--- config.mk ---
export PLATFORM = sky130hd
export DESIGN_NAME = alu_slice_chain
export DESIGN_NICKNAME = d
export VERILOG_FILES = /design/src/rtl/alu_slice_pkg.sv /design/src/rtl/alu_full_add.sv /design/src/rtl/alu_bit_slice.sv /design/src/rtl/alu_msb_slice.sv /design/src/rtl/alu_zero_detect.sv /design/src/rtl/alu_slice_chain.sv
export SDC_FILE = /design/constraint.sdc
export NUM_CORES = 1
export LEC_CHECK = 0
export ABC_AREA = 1
export BUFFER_PORTS_ARGS = -buffer_cell sky130_fd_sc_hd__buf_2
export CAP_MARGIN = 20
export CORE_MARGIN = 5
export CORE_UTILIZATION = 24
export DETAILED_ROUTE_END_ITERATION = 6
export PLACE_DENSITY = 0.4
export SLEW_MARGIN = 40
export SYNTH_ARGS = -nofsm -noshare
export SYNTH_HDL_FRONTEND = slang
export SYNTH_SLANG_ARGS = --single-unit
export TNS_END_PERCENT = 50
--- constraint.sdc ---
create_clock -name vclk -period 21.3
set_clock_uncertainty 0.1 [all_clocks]
set_input_delay 2.13 -clock vclk [all_inputs]
set_output_delay 2.13 -clock vclk [all_outputs]
set_load 0.02 [all_outputs]
--- src/rtl/alu_slice_pkg.sv ---
package alu_slice_pkg;

    typedef enum logic [1:0] {
        SEL_AND  = 2'b00,
        SEL_OR   = 2'b01,
        SEL_SUM  = 2'b10,
        SEL_LESS = 2'b11
    } slice_sel_e;

endpackage

--- src/rtl/alu_full_add.sv ---
module alu_full_add (
    input  logic x_i,
    input  logic y_i,
    input  logic c_i,
    output logic s_o,
    output logic c_o
);
    always_comb begin
        s_o = x_i ^ y_i ^ c_i;
        c_o = (x_i & y_i) | (x_i & c_i) | (y_i & c_i);
    end
endmodule

--- src/rtl/alu_bit_slice.sv ---
module alu_bit_slice
    import alu_slice_pkg::*;
(
    input  logic       a_i,
    input  logic       b_i,
    input  logic       cin_i,
    input  logic       less_i,
    input  slice_sel_e sel_i,
    output logic       res_o,
    output logic       cout_o
);
    logic sum_w;

    alu_full_add u_fa (
        .x_i (a_i),
        .y_i (b_i),
        .c_i (cin_i),
        .s_o (sum_w),
        .c_o (cout_o)
    );

    always_comb begin
        unique case (sel_i)
            SEL_AND:  res_o = a_i & b_i;
            SEL_OR:   res_o = a_i | b_i;
            SEL_SUM:  res_o = sum_w;
            SEL_LESS: res_o = less_i;
            default:  res_o = 1'b0;
        endcase
    end
endmodule

--- src/rtl/alu_msb_slice.sv ---
module alu_msb_slice
    import alu_slice_pkg::*;
(
    input  logic       a_i,
    input  logic       b_i,
    input  logic       cin_i,
    input  logic       less_i,
    input  slice_sel_e sel_i,
    output logic       res_o,
    output logic       set_o,
    output logic       ovf_o
);
    logic sum_w;
    logic cout_w;

    alu_full_add u_fa (
        .x_i (a_i),
        .y_i (b_i),
        .c_i (cin_i),
        .s_o (sum_w),
        .c_o (cout_w)
    );

    always_comb begin
        set_o = sum_w;
        ovf_o = cin_i ^ cout_w;
        unique case (sel_i)
            SEL_AND:  res_o = a_i & b_i;
            SEL_OR:   res_o = a_i | b_i;
            SEL_SUM:  res_o = sum_w;
            SEL_LESS: res_o = less_i;
            default:  res_o = 1'b0;
        endcase
    end
endmodule

--- src/rtl/alu_zero_detect.sv ---
module alu_zero_detect #(
    parameter int WIDTH = 32
) (
    input  logic [WIDTH-1:0] word_i,
    output logic             zero_o
);
    always_comb zero_o = ~|word_i;
endmodule

--- src/rtl/alu_slice_chain.sv ---
module alu_slice_chain
    import alu_slice_pkg::*;
#(
    parameter int WIDTH = 32
) (
    input  logic [WIDTH-1:0] opnd_a,
    input  logic [WIDTH-1:0] opnd_b,
    input  logic             invert_b,
    input  logic             carry_in,
    input  logic [1:0]       op_sel,
    output logic [WIDTH-1:0] result,
    output logic             zero,
    output logic             overflow
);
    localparam int MSB = WIDTH - 1;

    slice_sel_e       sel_w;
    logic [WIDTH-1:0] b_eff;
    logic [WIDTH-1:0] carry;
    logic             set_w;

    always_comb begin
        sel_w = slice_sel_e'(op_sel);
        b_eff = invert_b ? ~opnd_b : opnd_b;
    end

    assign carry[0] = carry_in;

    for (genvar gi = 0; gi < MSB; gi++) begin : g_slice
        logic less_w;
        if (gi == 0) begin : g_lsb
            assign less_w = set_w;
        end else begin : g_mid
            assign less_w = 1'b0;
        end
        alu_bit_slice u_slice (
            .a_i    (opnd_a[gi]),
            .b_i    (b_eff[gi]),
            .cin_i  (carry[gi]),
            .less_i (less_w),
            .sel_i  (sel_w),
            .res_o  (result[gi]),
            .cout_o (carry[gi+1])
        );
    end

    alu_msb_slice u_msb (
        .a_i    (opnd_a[MSB]),
        .b_i    (b_eff[MSB]),
        .cin_i  (carry[MSB]),
        .less_i (1'b0),
        .sel_i  (sel_w),
        .res_o  (result[MSB]),
        .set_o  (set_w),
        .ovf_o  (overflow)
    );

    alu_zero_detect #(.WIDTH(WIDTH)) u_zero (
        .word_i (result),
        .zero_o (zero)
    );

    logic [WIDTH-1:0] sum_ref;
    always_comb begin
        sum_ref = opnd_a + b_eff + WIDTH'(carry_in);
        if (sel_w == SEL_AND)
            AST_AND_BITWISE: assert (result == (opnd_a & b_eff));
        if (sel_w == SEL_OR)
            AST_OR_BITWISE: assert (result == (opnd_a | b_eff));
        if (sel_w == SEL_SUM)
            AST_SUM_MATCH: assert (result == sum_ref);
        if (sel_w == SEL_LESS)
            AST_LESS_UPPER_CLEAR: assert (result[MSB:1] == '0);
        if (sel_w == SEL_LESS)
            AST_LESS_BIT0: assert (result[0] == sum_ref[MSB]);
        AST_OVERFLOW_SIGNS: assert (overflow ==
            ((opnd_a[MSB] == b_eff[MSB]) && (sum_ref[MSB] != opnd_a[MSB])));
    end
endmodule

==> results of run 1 <==
==> report_power, final <==
part           switching, uW  internal [uW]  total, uW
sequential                 0              0          0
clock                      0              0          0
combinational           64.6           39.3        104
==> how the worst min path moves through the flow <==
stage,depth (start not counted),end,slack (ns)
4_1_cts,5,result[22],4.71
3_3_place_gp,5,result[22],4.72
6_report,5,result[22],4.71
3_5_place_dp,5,result[22],4.71
2_1_floorplan,2,overflow,4.46
5_1_grt,5,result[22],4.77
==> worst max-delay path, delay by kind of cell <==
kind,cells,cell delay (ns)
adder cells (fa/ha/maj),32,12.69
AND/OR/NAND/NOR,9,0.69
buffers and inverters,3,0.44
XOR/XNOR,1,0.32
==> layer usage <==
metal | GRT usage | part of all wire | vias to the layer above
met5 | 0 | 0 | -
met4 | 0 | 0 | 0
met3 | 0.0109 | 0.042 | 0
met2 | 0.212 | 0.52 | 49
met1 | 0.135 | 0.44 | 1217
li1 | - | - | 1355
==> synthesized netlist by cell type (all sizes together) <==
cell / instances
fa: 32
xor2: 1
buf: 46
nand3: 53
nand3b: 4
nand2: 84
clkbuf: 1
ha: 64
nor3: 1
xnor2: 32
nor2: 24
inv: 98
==> final cells by class <==
cell class | instances | area, um2 | share of cell area
inverters | 98 | 375 | 0.102
repair buffers | 104 | 546 | 0.148
multi-input cells | 295 | 2540 | 0.690
well taps | 176 | 220 | 0.0599
==> cell families after synthesis <==
group         Yosys count
fa+ha+maj              96
xor+xnor               33
buf+inv               145
simple gates          166
==> through the flow <==
stage	std cells	setup WS, ns	area, um2	util	hold slack (ns)
floorplan	440	3.43	3290	-	4.46
global placement	672	2.96	3650	0.274	4.72
detailed placement	673	2.72	3680	0.276	4.71
CTS	673	2.67	3680	0.276	4.71
global route	673	2.26	3680	0.276	4.77
finish	673	2.79	3680	0.276	4.71
==> summary.txt, run 1 <==
Status
  – Status: completed

Synthesis
  – Cell taking the most area after synthesis: ha_1
  – Syn_nets: 604
  – Post-synthesis adder-cell area fraction: 0.439
  – Post-synthesis compound-gate area fraction: 0
  – Avg Cell Area, Syn: between 7 and 8 um2
  – Post-synthesis mux area share: 0
  – Post-synthesis cell count: between 400 and 500
  – Yosys warning count: 0
  – Synth cell types: 21
  – Yosys top cell area share: 0.244
  – Synth Area in XOR/XNOR: 0.0880
  – Synth Area in Simple Gates: 0.246
  – Synth Cell Area: between 3000 and 4000 um2
  – Synth area leaders: ha_1 (24%), fa_1 (19%), inv_1 (11%)
  – Post-synthesis sequential area ratio: 0
  – Main combinational cell family by area after synthesis: adder cells

Power
  – Pwr Total: 104 uW
  – Leak pwr: 0.00210 uW
  – Cell area power density: 28.3 nW/um2
  – Worst IR Drop VDD: 0.00910 mV

GRT
  – GR Overflow Total: 0
  – Largest net degree at the start of global routing: 28
  – Antenna violations before repair: 0
  – First-pass GRT wire length: 14300 um
  – Tot GR Track Use: 0.108
  – Vias in the first global route: around 2800

Finish
  – Reg area: 0 um2
  – Most frequent cells in the layout: buf_2 (102), inv_1 (96), nand2_1 (80)
  – # diodes: 0
  – Layout cells sized above 1: 0.254
  – Fill cells: 1556
  – Commonest non-fill, non-tap cell in the layout: buf_2
  – Seq_cells: 0
  – Clkbuf count: 0
  – # nets final: around 660
  – Layout area overhead: 12.0%

STA
  – Final Cycle Share: 0.869
  – Max Fclk: 54.0 MHz
  – Least-Margin Pin Slew: 0.747 ns
  – RSZ-0062 raised after global routing: false
  – Slew HR: 0.502
  – Final setup vio count: 0
  – Final TNS setup: 0 ns
  – Fin crit period: 18.51 ns
  – Final hold vios: 0
  – Slew Limit Fails: 0

Floorplanning
  – Die width: 127 um
  – I/O Pins: around 100
  – # rows: 42
  – Die height: 127 um
  – Area of the core: 13300 um2
  – Starting Density: 0.246
  – Die area: 16100 um2

Drt
  – Antenna viol nets, final: 0
  – DR vias: 2621
  – DR DRC count: 0
  – Routed length per instance: 12.9 um
  – Via density: 3.89
  – First-pass DRT Iterations: 4
  – Initial DRC count: 56
  – Post-Route WL: 8660 um

Critical path
  – Critical path fanouts, max: 9
  – Crit path top cell by count: fa_1
  – Critical path launch point: invert_b
  – CP Class: in -> out
  – CP startpoint kind: input port
  – CP max-delay cell: fa_1
  – CP peak stage delay: approximately 0.48 ns
  – Crit path DAT: approximately 16 ns
  – Crit end category: output pin
  – CP Data Required Time: 19.07 ns
  – CP endpoint: zero

Place
  – RePlAce Congestion: approximately 0.78
  – Dpl hpwl: 7300 um
  – IO Port Bufs: 102

Clocking
  – Post CTS Setup Buffer Count: 0
  – CTS resizes: 0
  – CTS Hold Bufs: 0

Job
  – Max Cap Viol: 0

Min path
  – Hold Path Class: in -> out
  – Hold_sp: opnd_a[22]
Power figures use the tool's default switching activity.
==> inputs of run 2 (changes only) <==
==> constraint.sdc (replaced) <==
create_clock -name vclk -period 17.5
set_clock_uncertainty 0.1 [all_clocks]
set_input_delay 1.75 -clock vclk [all_inputs]
set_output_delay 1.75 -clock vclk [all_outputs]
set_load 0.02 [all_outputs]
==> summary.txt, run 2 (synthesized netlist as in run 1, its figures left out) <==
Status
  – Status: completed

Critical path
  – Critical path fanouts, max: 2 (-7)
  – CP Class: in -> out
  – CP Data Required Time: 15.65 ns (-3.42 ns)
  – Crit path DAT: 15.11 ns (-1.17 ns)
  – Crit path top cell by count: fa_1
  – Critical path launch point: invert_b
  – Crit end category: output pin
  – CP peak stage delay: 0.46 ns (-0.02 ns)
  – CP endpoint: zero
  – CP startpoint kind: input port
  – CP max-delay cell: fa_1

Drt
  – First-pass DRT Iterations: 4 (unchanged)
  – Post-Route WL: 8640 um (-0.28%)
  – Initial DRC count: 54 (-3.6%)
  – Antenna viol nets, final: 0 (unchanged)
  – DR DRC count: 0 (unchanged)
  – DR vias: 2659 (+1.4%)
  – Routed length per instance: 12.7 um (-1.2%)
  – Via density: 3.92 (+0.55%)

Power
  – Worst IR Drop VDD: 0.0104 mV (+15%)
  – Leak pwr: 0.00213 uW (+1.3%)
  – Pwr Total: 129 uW (+24%)
  – Cell area power density: 34.4 nW/um2 (+22%)

Min path
  – Hold_sp: opnd_a[25]
  – Hold depth: 5 (unchanged)
  – Hold Path Class: in -> out

Finish
  – # nets final: 669 (+0.90%)
  – Most frequent cells in the layout: buf_2 (101), inv_1 (96), nand2_1 (80)
  – Reg area: 0 um2 (unchanged)
  – # diodes: 0 (unchanged)
  – Clkbuf count: 0 (unchanged)
  – Layout cells sized above 1: 0.286 (+0.0328)
  – Seq_cells: 0 (unchanged)
  – Fin area: 3750 um2 (+2.0%)
  – Commonest non-fill, non-tap cell in the layout: buf_2
  – Fin cells: 679 (+0.89%)
  – Layout area overhead: 14.2%

Floorplanning
  – Die area: 16100 um2 (unchanged)
  – Area of the core: 13300 um2 (unchanged)
  – Die width: 127 um (unchanged)
  – Starting Density: 0.246 (unchanged)
  – Die height: 127 um (unchanged)
  – # rows: 42 (unchanged)
  – I/O Pins: 102 (unchanged)

STA
  – Final Cycle Share: 0.969
  – Slew Limit Fails: 0 (unchanged)
  – Fin crit period: 16.96 ns
  – Least-Margin Pin Slew: 0.723 ns (-0.0243 ns)
  – RSZ-0062 raised after global routing: false
  – Final setup vio count: 0 (unchanged)
  – Slew HR: 0.518 (+0.0162)
  – Final TNS setup: 0 ns (unchanged)
  – Final hold vios: 0 (unchanged)
  – Max Fclk: 59.0 MHz

GRT
  – Tot GR Track Use: 0.106 (-0.00187)
  – First-pass GRT wire length: 14200 um (-0.88%)
  – GR Overflow Total: 0 (unchanged)
  – Vias in the first global route: 2794 (-0.32%)
  – Largest net degree at the start of global routing: 28 (unchanged)
  – Antenna violations before repair: 0 (unchanged)

Place
  – Placed cells: 678 (+0.74%)
  – Placed inst area: 3700 um2 (+0.68%)
  – IO Port Bufs: 102 (unchanged)
  – Dpl hpwl: 7270 um (-0.30%)
  – RePlAce Congestion: 0.787 (+0.74%)

Job
  – Max Cap Viol: 0 (unchanged)

Clocking
  – CTS Hold Bufs: 0 (unchanged)
## run 2: changes by cell type in the layout (fill, tap and decap cells not counted), moves of 2 or more
cell     before  now
xnor2_1      32   30
xnor2_2       0    2
fa_2          0    9
fa_1         32   23
buf_4         1    8
## run 2: timing repair
action / in CTS / in global routing
setup buffers: 0 / 1
pin swaps: 1 / 1
setup endpoints to repair: 2 / 2
gates resized for setup: 4 / 9
## run 2: worst min-delay path by stage
stage / end
6_report: result[25]
2_1_floorplan: overflow
3_5_place_dp: result[22]
4_1_cts: result[22]
5_1_grt: result[25]
3_3_place_gp: result[22]
## run 2: cell type report
cell class         instances  area (um2)
well taps                176         220
multi-input cells        295        2580
repair buffers           110         581
fillers                 1524        9590
inverters                 98         375
## run 2: through the flow
stage                     hold slack, ns  setup slack [ns]  utilization
after floorplan                     3.70             0.387            -
after global placement              3.96            0.0447        0.276
after detailed placement            3.96            -0.180        0.277
after CTS                           3.96           0.00746        0.279
after global routing                4.00            0.0189        0.281
final                               3.95             0.537        0.281
## run 2: worst max-delay path, delay by kind of cell
family	cells	cell delay (ns)
AND/OR/NAND/NOR	9	0.69
adder cells (fa/ha/maj)	31	12.01
XOR/XNOR	1	0.16
buffers and inverters	4	0.53
## run 2: routing by layer
| layer | wire [um] | GRT usage | up-vias |
|---|---|---|---|
| li1 | - | - | 1368 |
| met1 | 3880 | 0.137 | 1236 |
| met2 | 4430 | 0.204 | 55 |
| met3 | 325 | 0.00960 | 0 |
| met4 | 0 | 0 | 0 |
| met5 | 0 | 0 | - |
## run 2: where the power goes
part           leakage (uW)  internal, uW  switching, uW  total [uW]
Combinational       0.00213          50.1           79.2         129
Sequential                0             0              0           0
Clock                     0             0              0           0
